File: src/rtl/tsc_pkg.sv
// Shared definitions for the time stamp counter.
// Assumes a two-bit write selector from the register interface.
package tsc_pkg;
    typedef enum logic [1:0] {
        WR_COUNT    = 2'b00,
        WR_OFFSET   = 2'b01,
        WR_DEADLINE = 2'b10,
        WR_NONE     = 2'b11
    } wr_tgt_e;
endpackage

File: src/rtl/tsc_count_core.sv
// Raw reference-rate counter plus offset register.
// Produces the adjusted time now and the adjusted time one tick later.
// Assumes tick_i is a single-cycle-per-count enable in the clk domain.
module tsc_count_core #(
    parameter int CNT_W = 64
) (
    input  logic                 clk,
    input  logic                 rst_n,
    input  logic                 tick_i,
    input  logic                 wr_en_i,
    input  tsc_pkg::wr_tgt_e     wr_tgt_i,
    input  logic [CNT_W-1:0]     wr_data_i,
    output logic [CNT_W-1:0]     adj_o,
    output logic [CNT_W-1:0]     adj_next_o
);
    import tsc_pkg::*;

    localparam logic [CNT_W-1:0] ONE = CNT_W'(1);

    logic [CNT_W-1:0] cnt_q;
    logic [CNT_W-1:0] off_q;
    logic             load_cnt;
    logic             load_off;

    assign load_cnt = wr_en_i && (wr_tgt_i == WR_COUNT);
    assign load_off = wr_en_i && (wr_tgt_i == WR_OFFSET);

    // Raw count: load wins over tick, otherwise advance on tick.
    always_ff @(posedge clk) begin
        if (!rst_n)        cnt_q <= '0;
        else if (load_cnt) cnt_q <= wr_data_i;
        else if (tick_i)   cnt_q <= cnt_q + ONE;
    end

    // Offset register written by software.
    always_ff @(posedge clk) begin
        if (!rst_n)        off_q <= '0;
        else if (load_off) off_q <= wr_data_i;
    end

    // Adjusted time now and after one more tick.
    always_comb begin
        adj_o      = cnt_q + off_q;
        adj_next_o = cnt_q + ONE + off_q;
    end


    cnt_step_chk: assert property (@(posedge clk) disable iff (!rst_n)
        (tick_i && !load_cnt) |=> (cnt_q == $past(cnt_q) + ONE));

    cnt_hold_chk: assert property (@(posedge clk) disable iff (!rst_n)
        (!tick_i && !load_cnt) |=> $stable(cnt_q));

    cnt_load_chk: assert property (@(posedge clk) disable iff (!rst_n)
        load_cnt |=> (cnt_q == $past(wr_data_i)));

    off_load_chk: assert property (@(posedge clk) disable iff (!rst_n)
        load_off |=> (off_q == $past(wr_data_i)));
endmodule

File: src/rtl/tsc_deadline_cmp.sv
// Deadline register and one-shot interrupt latch.
// The compare runs only on tick cycles with no register write.
// Assumes adj_next_i is the adjusted time after the current tick.
module tsc_deadline_cmp #(
    parameter int CNT_W = 64
) (
    input  logic                 clk,
    input  logic                 rst_n,
    input  logic                 tick_i,
    input  logic                 wr_en_i,
    input  tsc_pkg::wr_tgt_e     wr_tgt_i,
    input  logic [CNT_W-1:0]     wr_data_i,
    input  logic [CNT_W-1:0]     adj_next_i,
    output logic                 irq_o
);
    import tsc_pkg::*;

    logic [CNT_W-1:0] dl_q;
    logic             irq_q;
    logic             load_dl;
    logic             armed;
    logic             hit;

    assign load_dl = wr_en_i && (wr_tgt_i == WR_DEADLINE);
    assign armed   = (dl_q != '0);
    assign hit     = tick_i && !wr_en_i && armed && (adj_next_i >= dl_q);

    // Deadline register written by software.
    always_ff @(posedge clk) begin
        if (!rst_n)       dl_q <= '0;
        else if (load_dl) dl_q <= wr_data_i;
    end

    // Interrupt latch: set on hit, cleared by any deadline write.
    always_ff @(posedge clk) begin
        if (!rst_n)       irq_q <= 1'b0;
        else if (load_dl) irq_q <= 1'b0;
        else if (hit)     irq_q <= 1'b1;
    end

    assign irq_o = irq_q;


    irq_clear_chk: assert property (@(posedge clk) disable iff (!rst_n)
        load_dl |=> !irq_o);

    irq_disarm_chk: assert property (@(posedge clk) disable iff (!rst_n)
        (dl_q == '0) |-> !irq_o);

    irq_tick_chk: assert property (@(posedge clk) disable iff (!rst_n)
        $rose(irq_o) |-> $past(tick_i));

    irq_sticky_chk: assert property (@(posedge clk) disable iff (!rst_n)
        (irq_o && !load_dl) |=> irq_o);
endmodule

File: src/rtl/tsc_read_port.sv
// Read capture: registers the adjusted time split in two halves,
// a one-cycle valid and the optional core identifier.
// Assumes CNT_W is twice HALF_W.
module tsc_read_port #(
    parameter int              CNT_W   = 64,
    parameter int              ID_W    = 8,
    parameter logic [ID_W-1:0] CORE_ID = 8'h05
) (
    input  logic                   clk,
    input  logic                   rst_n,
    input  logic                   rd_en_i,
    input  logic                   rd_id_i,
    input  logic [CNT_W-1:0]       adj_i,
    output logic [CNT_W/2-1:0]     hi_o,
    output logic [CNT_W/2-1:0]     lo_o,
    output logic [ID_W-1:0]        id_o,
    output logic                   valid_o
);
    localparam int HALF_W = CNT_W / 2;

    logic [HALF_W-1:0] half_q [2];
    logic              valid_q;
    logic              id_q;

    // One capture register per half.
    for (genvar g = 0; g < 2; g++) begin : g_half
        always_ff @(posedge clk) begin
            if (!rst_n)       half_q[g] <= '0;
            else if (rd_en_i) half_q[g] <= adj_i[g*HALF_W +: HALF_W];
        end
    end

    // Valid pulse and identifier request follow the strobe by one cycle.
    always_ff @(posedge clk) begin
        if (!rst_n) begin
            valid_q <= 1'b0;
            id_q    <= 1'b0;
        end else begin
            valid_q <= rd_en_i;
            id_q    <= rd_en_i && rd_id_i;
        end
    end

    assign lo_o    = half_q[0];
    assign hi_o    = half_q[1];
    assign valid_o = valid_q;
    assign id_o    = id_q ? CORE_ID : '0;


    rd_valid_chk: assert property (@(posedge clk) disable iff (!rst_n)
        rd_en_i |=> valid_o);

    rd_capture_chk: assert property (@(posedge clk) disable iff (!rst_n)
        rd_en_i |=> ({hi_o, lo_o} == $past(adj_i)));

    rd_id_chk: assert property (@(posedge clk) disable iff (!rst_n)
        (rd_en_i && !rd_id_i) |=> (id_o == '0));
endmodule

File: src/rtl/tsc_deadline_timer.sv
// Top of the time stamp counter: reference-rate count, offset,
// deadline interrupt and split read port with core identifier.
// Assumes all inputs are synchronous to clk.
module tsc_deadline_timer #(
    parameter int              CNT_W   = 64,
    parameter int              ID_W    = 8,
    parameter logic [ID_W-1:0] CORE_ID = 8'h05
) (
    input  logic                 clk,
    input  logic                 rst_n,
    input  logic                 ref_tick_i,
    input  logic                 sleep_i,
    input  logic [1:0]           scale_i,
    input  logic                 wr_en_i,
    input  logic [1:0]           wr_sel_i,
    input  logic [CNT_W-1:0]     wr_data_i,
    input  logic                 rd_en_i,
    input  logic                 rd_id_i,
    output logic [CNT_W/2-1:0]   rd_hi_o,
    output logic [CNT_W/2-1:0]   rd_lo_o,
    output logic [ID_W-1:0]      rd_core_id_o,
    output logic                 rd_valid_o,
    output logic                 irq_o
);
    import tsc_pkg::*;

    wr_tgt_e          wr_tgt;
    logic [CNT_W-1:0] adj_w;
    logic [CNT_W-1:0] adj_next_w;

    assign wr_tgt = wr_tgt_e'(wr_sel_i);

    tsc_count_core #(.CNT_W(CNT_W)) u_count (
        .clk        (clk),
        .rst_n      (rst_n),
        .tick_i     (ref_tick_i),
        .wr_en_i    (wr_en_i),
        .wr_tgt_i   (wr_tgt),
        .wr_data_i  (wr_data_i),
        .adj_o      (adj_w),
        .adj_next_o (adj_next_w)
    );

    tsc_deadline_cmp #(.CNT_W(CNT_W)) u_deadline (
        .clk        (clk),
        .rst_n      (rst_n),
        .tick_i     (ref_tick_i),
        .wr_en_i    (wr_en_i),
        .wr_tgt_i   (wr_tgt),
        .wr_data_i  (wr_data_i),
        .adj_next_i (adj_next_w),
        .irq_o      (irq_o)
    );

    tsc_read_port #(.CNT_W(CNT_W), .ID_W(ID_W), .CORE_ID(CORE_ID)) u_read (
        .clk     (clk),
        .rst_n   (rst_n),
        .rd_en_i (rd_en_i),
        .rd_id_i (rd_id_i),
        .adj_i   (adj_w),
        .hi_o    (rd_hi_o),
        .lo_o    (rd_lo_o),
        .id_o    (rd_core_id_o),
        .valid_o (rd_valid_o)
    );


    lowpower_count_chk: assert property (@(posedge clk) disable iff (!rst_n)
        (ref_tick_i && !wr_en_i && (sleep_i || (scale_i != 2'b00)))
        |=> (adj_w == $past(adj_w) + CNT_W'(1)));

    reset_state_chk: assert property (@(posedge clk)
        !rst_n |=> (adj_w == '0 && !irq_o && !rd_valid_o));
endmodule

File: config.mk
export PLATFORM = sky130hd
export DESIGN_NAME = tsc_deadline_timer
export DESIGN_NICKNAME = d
export VERILOG_FILES = /design/src/rtl/tsc_pkg.sv /design/src/rtl/tsc_count_core.sv /design/src/rtl/tsc_deadline_cmp.sv /design/src/rtl/tsc_read_port.sv /design/src/rtl/tsc_deadline_timer.sv
export SDC_FILE = /design/constraint.sdc
export NUM_CORES = 1
export LEC_CHECK = 0
export CAP_MARGIN = 20
export CORE_ASPECT_RATIO = 0.7
export CORE_UTILIZATION = 50
export CTS_CLUSTER_SIZE = 8
export DETAILED_ROUTE_END_ITERATION = 8
export DONT_BUFFER_PORTS = 1
export PLACE_DENSITY_LB_ADDON = 0.08
export SLEW_MARGIN = 20
export SYNTH_ARGS = -nofsm -noshare
export SYNTH_HDL_FRONTEND = slang
export SYNTH_HIERARCHICAL = 1
export SYNTH_SLANG_ARGS = --single-unit
File: constraint.sdc
create_clock -name clk -period 7.3 [get_ports clk]
set_clock_uncertainty 0.15 [all_clocks]
set_input_delay 1.095 -clock clk [delete_from_list [all_inputs] [get_ports clk]]
set_output_delay 1.095 -clock clk [all_outputs]
set_load 0.005 [all_outputs]
==> flow_summary.toml, run 1 <==
[clock_network]
cts.sinks = 259
hold_buffers = 0
clk-insertion-delay-late_ps = 550
htree_levels = 2
cts_tree = "yes"
path_clk_slew_ps = 50
cts_made_buffers = 38
clockRootBuffer = "clkbuf_16"
clockBufferDepth = 3

[setup_path]
slowest_delay_ps = 430
slowest_stage = "a2111oi_1"
critical_path.startpoint = "u_count/cnt_q[1]"
reg2reg_to = "u_deadline/irq_o"
worst-path-buf-inv = 1
worstPathRequired_ps = 7570
cp_max_fo = 11
rrSetupSlack_ps = 430
r2r-start = "u_count/cnt_q[1]"
startpoint_type = "flop"
crit_family = "compound AO/OA/AOI/OAI gates"
path_depth = 27
reg2regPathDepth = 27
endpoint = "u_deadline/irq_o"
crit_path_end_kind = "flop"
critical_path_arrival_ps = 7140
crit_type = "reg -> reg"

[flow_run]
maxCapViolations = 0

[yosys]
synth.most_common_cell = "nand2_1"
async_flop_share_pct = 0
synth_area_per_cell_um2 = 7.89
ys_types = 79
post-synth-top-area-cell = "dfxtp_1"
synth-seq-cells = 259
ys_top_cells_by_count = "430 x nand2_1, 236 x a21oi_1, 205 x ha_1"
yosys_warnings = 6
synth_top_cell_area_share_pct = 18.9
synth-edff-count = 64
postSynthCellCount = 2619
yosysSeqAreaShare_pct = 28.2
ys.flop_type = "dfxtp_1"
synthTopCellsByArea = "dfxtp_1 19%, ha_1 12%, edfxtp_1 9.3%, nand2_1 7.8%, a21oi_1 5.7%"
syn-cell-area_um2 = 20700

[detailed_routing]
drt_wl_total_mm = 71.3
first_pass_iters = 5
drc = 0
vias = 18959
wire_per_inst_um = 23.0
drt-initial-drc-count = 1676
ant_nets = 0
via_per_inst = 6.12

[global_route]
antenna_found_initial = 0
grt_pass1_wl_mm = 105
grt.overflow.total = 0
grt_max_degree = 136
grt_pass1_vias = 16729
grt_usage_pct = 33.2

[timing]
final-setup-viol-count = 0
rsz0062_at_grt = "no"
maxSlewViolCount = 0
max_freq_mhz = 146
post-route-period-util_pct = 94.1
final.min_clock_period_ps = 6870
worstMarginPinSlew_ps = 1050
relSlewSlack_pct = 30.2
hold_viol = 0
tns_ps = 0

[layout]
drive_gt1_share_pct = 4.10
area_delta_synth_final_pct = 6.65
diodes = 0
fin_util_pct = 54.8
fin_nets = 2835

[placement]
gp_congestion = 0.962
port-buffer-count = 0
dp_hpwl_mm = 56.1

[floorplanning]
rows = 61
die_y_um = 172
io_pins = 149
die-area_um2 = 42200
core_um2 = 40200
start_util_pct = 51.4
die_w_um = 245

[min_path]
worst_hold_path_type = "reg -> reg"

[power]
powerDensity_nw_per_um2 = 175
ir_drop_mv = 0.206
p_leak_nw = 9.52

[outcome]
status = "completed"
## where the power goes
group / switching (mW) / total [mW] / internal (mW)
sequential: 0.0853 / 1.63 / 1.54
clock: 0.659 / 1.63 / 0.969
combinational: 0.375 / 0.613 / 0.238
## per-layer routing
metal / track usage [%] / vias up / part of all wire (%)
met4: 6.33 / 0 / 1.7
li1: - / 9213 / -
met1: 54.1 / 8835 / 51
met2: 36.8 / 835 / 32
met3: 14.5 / 76 / 15
met5: 0 / - / 0
## registers in the layout, indices dropped and copies added (netlist names)
register,flops
u_deadline/irq_o,1
u_read/id_q,1
u_deadline/dl_q,64
u_read/valid_o,1
u_count/cnt_q,64
u_read/half_q,64
u_count/off_q,64
## worst min-delay path by stage
stage	startpoint	to	slack (ps)	depth (start not counted)
2_1_floorplan	u_deadline/dl_q[10]	u_deadline/dl_q[10]	300	2
3_3_place_gp	u_deadline/dl_q[25]	u_deadline/dl_q[25]	310	2
3_5_place_dp	u_deadline/dl_q[60]	u_deadline/dl_q[60]	320	2
4_1_cts	u_deadline/dl_q[56]	u_deadline/dl_q[56]	320	2
5_1_grt	u_deadline/dl_q[20]	u_deadline/dl_q[20]	340	2
6_report	u_deadline/dl_q[27]	u_deadline/dl_q[27]	320	2
## kinds of logic after synthesis
logic type                 count (synthesis)  share of synthesized area [%]
AOI/OAI and AO/OA                        701                           22.0
adders and majority gates                207                           12.6
other                                      1                         0.0181
and+or+nand+nor                          966                           22.1
xor gates and xnor gates                 239                           10.1
buffers and inverters                    246                           4.96
DFF                                      259                           28.2
## layout by cell type (no fill, tap or decap), types with 6 or more instances in the layout
cell type  Yosys  layout
nor3_1        30      29
and3_1        90      90
nor2b_1       18      18
clkbuf_16      0      39
or2_2          7       8
inv_1        103     103
and4_1        12      12
o211ai_1      10      10
or3_1         16      16
a21oi_1      236     236
a31oi_1       17      17
nand2_1      430     430
xnor2_1      117     117
xor2_1       122     122
nand4_1       63      63
a41oi_1        7       7
dfxtp_1      195     195
nand2b_1      13      12
o21ai_0       97      97
a311oi_1       9       9
a21o_1        91      91
and2_1        13      13
a221oi_1       7       7
o21bai_1      21      21
a211oi_1      66      66
nand3_1       64      64
clkbuf_1      97       8
a21boi_1      61      61
buf_4         11      31
nor4_1        34      32
ha_1         205     205
o21a_1        13      13
conb_1         1       6
a21boi_0       9       9
edfxtp_1      64      64
o31ai_1       11      11
nor2_1       153     152
## repair_timing
| item | in CTS | in global routing |
|---|---|---|
| gates resized for setup | 0 | 4 |
| buffers inserted | 0 | 0 |
| setup endpoints to repair | 0 | 1 |
## final cells by class
cell class,count,area [µm²]
clock buffer,48,1020
clock inverter,3,33.8
fill,3843,18200
inverter,104,392
multi-input combinational,2119,13900
sequential,259,5830
tap,535,669
timing repair buffer,31,233
## worst min-delay path, delay by kind of cell, from the launching register on
kind	cells	cell delay, ps
AO/OA/AOI/OAI	1	50
flip-flops	1	320
AND/OR/NAND/NOR	1	50
## through the flow
| step | hold slack [ps] | std cells | total power, mW | worst slack [ps] | instance area (µm²) |
|---|---|---|---|---|---|
| finish | 319 | 3099 | 3.87 | 431 | 22000 |
| global route | 339 | 3099 | 4.02 | 7.10 | 22000 |
| CTS | 323 | 3099 | 3.88 | 437 | 22000 |
| detailed placement | 317 | 3048 | 2.25 | 477 | 21000 |
| global placement | 307 | 3048 | 2.23 | 462 | 21000 |
| floorplan | 298 | 2624 | 2.08 | 1300 | 20700 |
(Power assumes the default switching activity.)
==> run 2, diff against run 1 <==
CTS_BUF_LIST = sky130_fd_sc_hd__clkbuf_8   (was default)
DONT_BUFFER_PORTS = default   (was 1)
==> flow_summary.toml, run 2 (synthesis results as in run 1) <==
[outcome]
status = "completed"

[global_route]
grt_pass1_wl_mm = 105
grt_max_degree = 101
grt.overflow.total = 0
grt_pass1_vias = 17513
antenna_found_initial = 0
grt_usage_pct = 32.9

[setup_path]
startpoint_type = "flop"
rrSetupSlack_ps = 490
critical_path_arrival_ps = 7140
crit_type = "reg -> reg"
worstPathRequired_ps = 7630
r2r-start = "u_count/cnt_q[1]"
crit_path_end_kind = "flop"
cp_max_fo = 11
reg2regPathDepth = 27
reg2reg_to = "u_deadline/irq_o"

[clock_network]
cts_made_buffers = 43
cts_tree = "yes"
cts.sinks = 259
htree_levels = 2
path_clk_slew_ps = 80
clockBufferDepth = 3
clockRootBuffer = "clkbuf_8"
clk-insertion-delay-late_ps = 610

[flow_run]
maxCapViolations = 0

[timing]
maxSlewViolCount = 0
worstMarginPinSlew_ps = 1100
fin_hold_ws_ps = 323
worst_slack_ps = 493
post-route-period-util_pct = 93.2
final-setup-viol-count = 0
relSlewSlack_pct = 26.5
final.min_clock_period_ps = 6810
hold_viol = 0
max_freq_mhz = 147
tns_ps = 0

[power]
p_leak_nw = 10.0
ir_drop_mv = 0.136
powerDensity_nw_per_um2 = 158
p_total_mw = 3.66

[floorplanning]
die-area_um2 = 42200
core_um2 = 40200
die_w_um = 245
start_util_pct = 51.4
io_pins = 149
die_y_um = 172
rows = 61

[placement]
post_dp_cell_area_um2 = 22400
port-buffer-count = 139
dp_slack_ps = 481
dp_hpwl_mm = 56.2
dp.cells = 3188
gp_congestion = 0.982

[detailed_routing]
wire_per_inst_um = 21.6
drt-initial-drc-count = 2184
first_pass_iters = 5
ant_nets = 0
drt_wl_total_mm = 70.4
drc = 0
via_per_inst = 6.04
vias = 19686

[layout]
design_area_um2 = 23200
fin_util_pct = 57.7
diodes = 0
drive_gt1_share_pct = 4.59
layout_common_cells = "430 x nand2_1, 236 x a21oi_1, 205 x ha_1, 194 x dfxtp_1, 152 x nor2_1"
fin_cells = 3261
area_delta_synth_final_pct = 12.3
fin_nets = 2980
final_common_cell = "nand2_1"

[min_path]
hold_end = "u_deadline/dl_q[51]"
hp-start = "u_deadline/dl_q[51]"
worst_hold_path_type = "reg -> reg"
holdPathStages = 2
==> run 2: cell count changes in the layout (fill, tap and decap cells not counted), sizes merged <==
cell           change
buf                +3
clkdlybuf4s50    +137
clkinv             +6
inv               +13
bufinv             +1
clkbuf             +2
==> run 2: power by group <==
group          switching, mW  total, mW  internal [mW]
Clock                  0.617       1.27          0.656
Combinational          0.459      0.771          0.312
Sequential            0.0770       1.61           1.54
Total                   1.15       3.66           2.51
==> run 2: worst max-delay path by stage <==
stage,start,end,cells after the start,slack (ps)
floorplan,u_count/cnt_q[2],u_deadline/irq_o,26,1300
global placement,u_count/cnt_q[1],u_deadline/irq_o,27,570
detailed placement,u_count/cnt_q[1],u_deadline/irq_o,27,480
CTS,u_count/cnt_q[1],u_deadline/irq_o,27,460
global route,u_count/cnt_q[1],u_deadline/irq_o,27,-10
finish,u_count/cnt_q[1],u_deadline/irq_o,27,490
==> run 2: area by class of cell <==
class,count,area (µm²)
inverters,104,392
repair buffers,171,1620
clock inverters,23,126
multi-input cells,2119,13900
fillers,3708,17000
well taps,535,669
clock buffers,50,688
flip-flops and latches,259,5830
==> run 2: repair_timing <==
item	in CTS	in global routing
hold buffers	0	0
gates resized for setup	0	7
setup endpoints to repair	0	1
buffers inserted	0	0
==> run 2: metal layers <==
layer  routed length [µm]  global-route usage [%]  part of all wire [%]
met1                36400                    54.6                    52
met2                23200                    37.8                    33
met3                 9520                    11.0                    14
met4                 1330                    6.90                   1.9
met5                    0                       0                     0
==> run 2: critical path: stages (launching register included) <==
cell and delay (ps):
dfxtp_1 440, ha_1 290, nand3_1 190, nor3_2 310
nand4_1 260, nor3_1 210, buf_4 210, nand2_1 230
nor3_2 270, nor3b_1 330, xor2_1 150, ha_1 460
and3_1 260, nand3_1 130, or4_1 530, o21ai_0 150
buf_4 150, a221o_1 130, a21oi_1 70, xnor2_1 330
ha_1 330, nand4_2 140, nor2_1 60, a2111oi_0 390
buf_4 200, o211ai_1 90, a21oi_1 140, a31oi_1 90
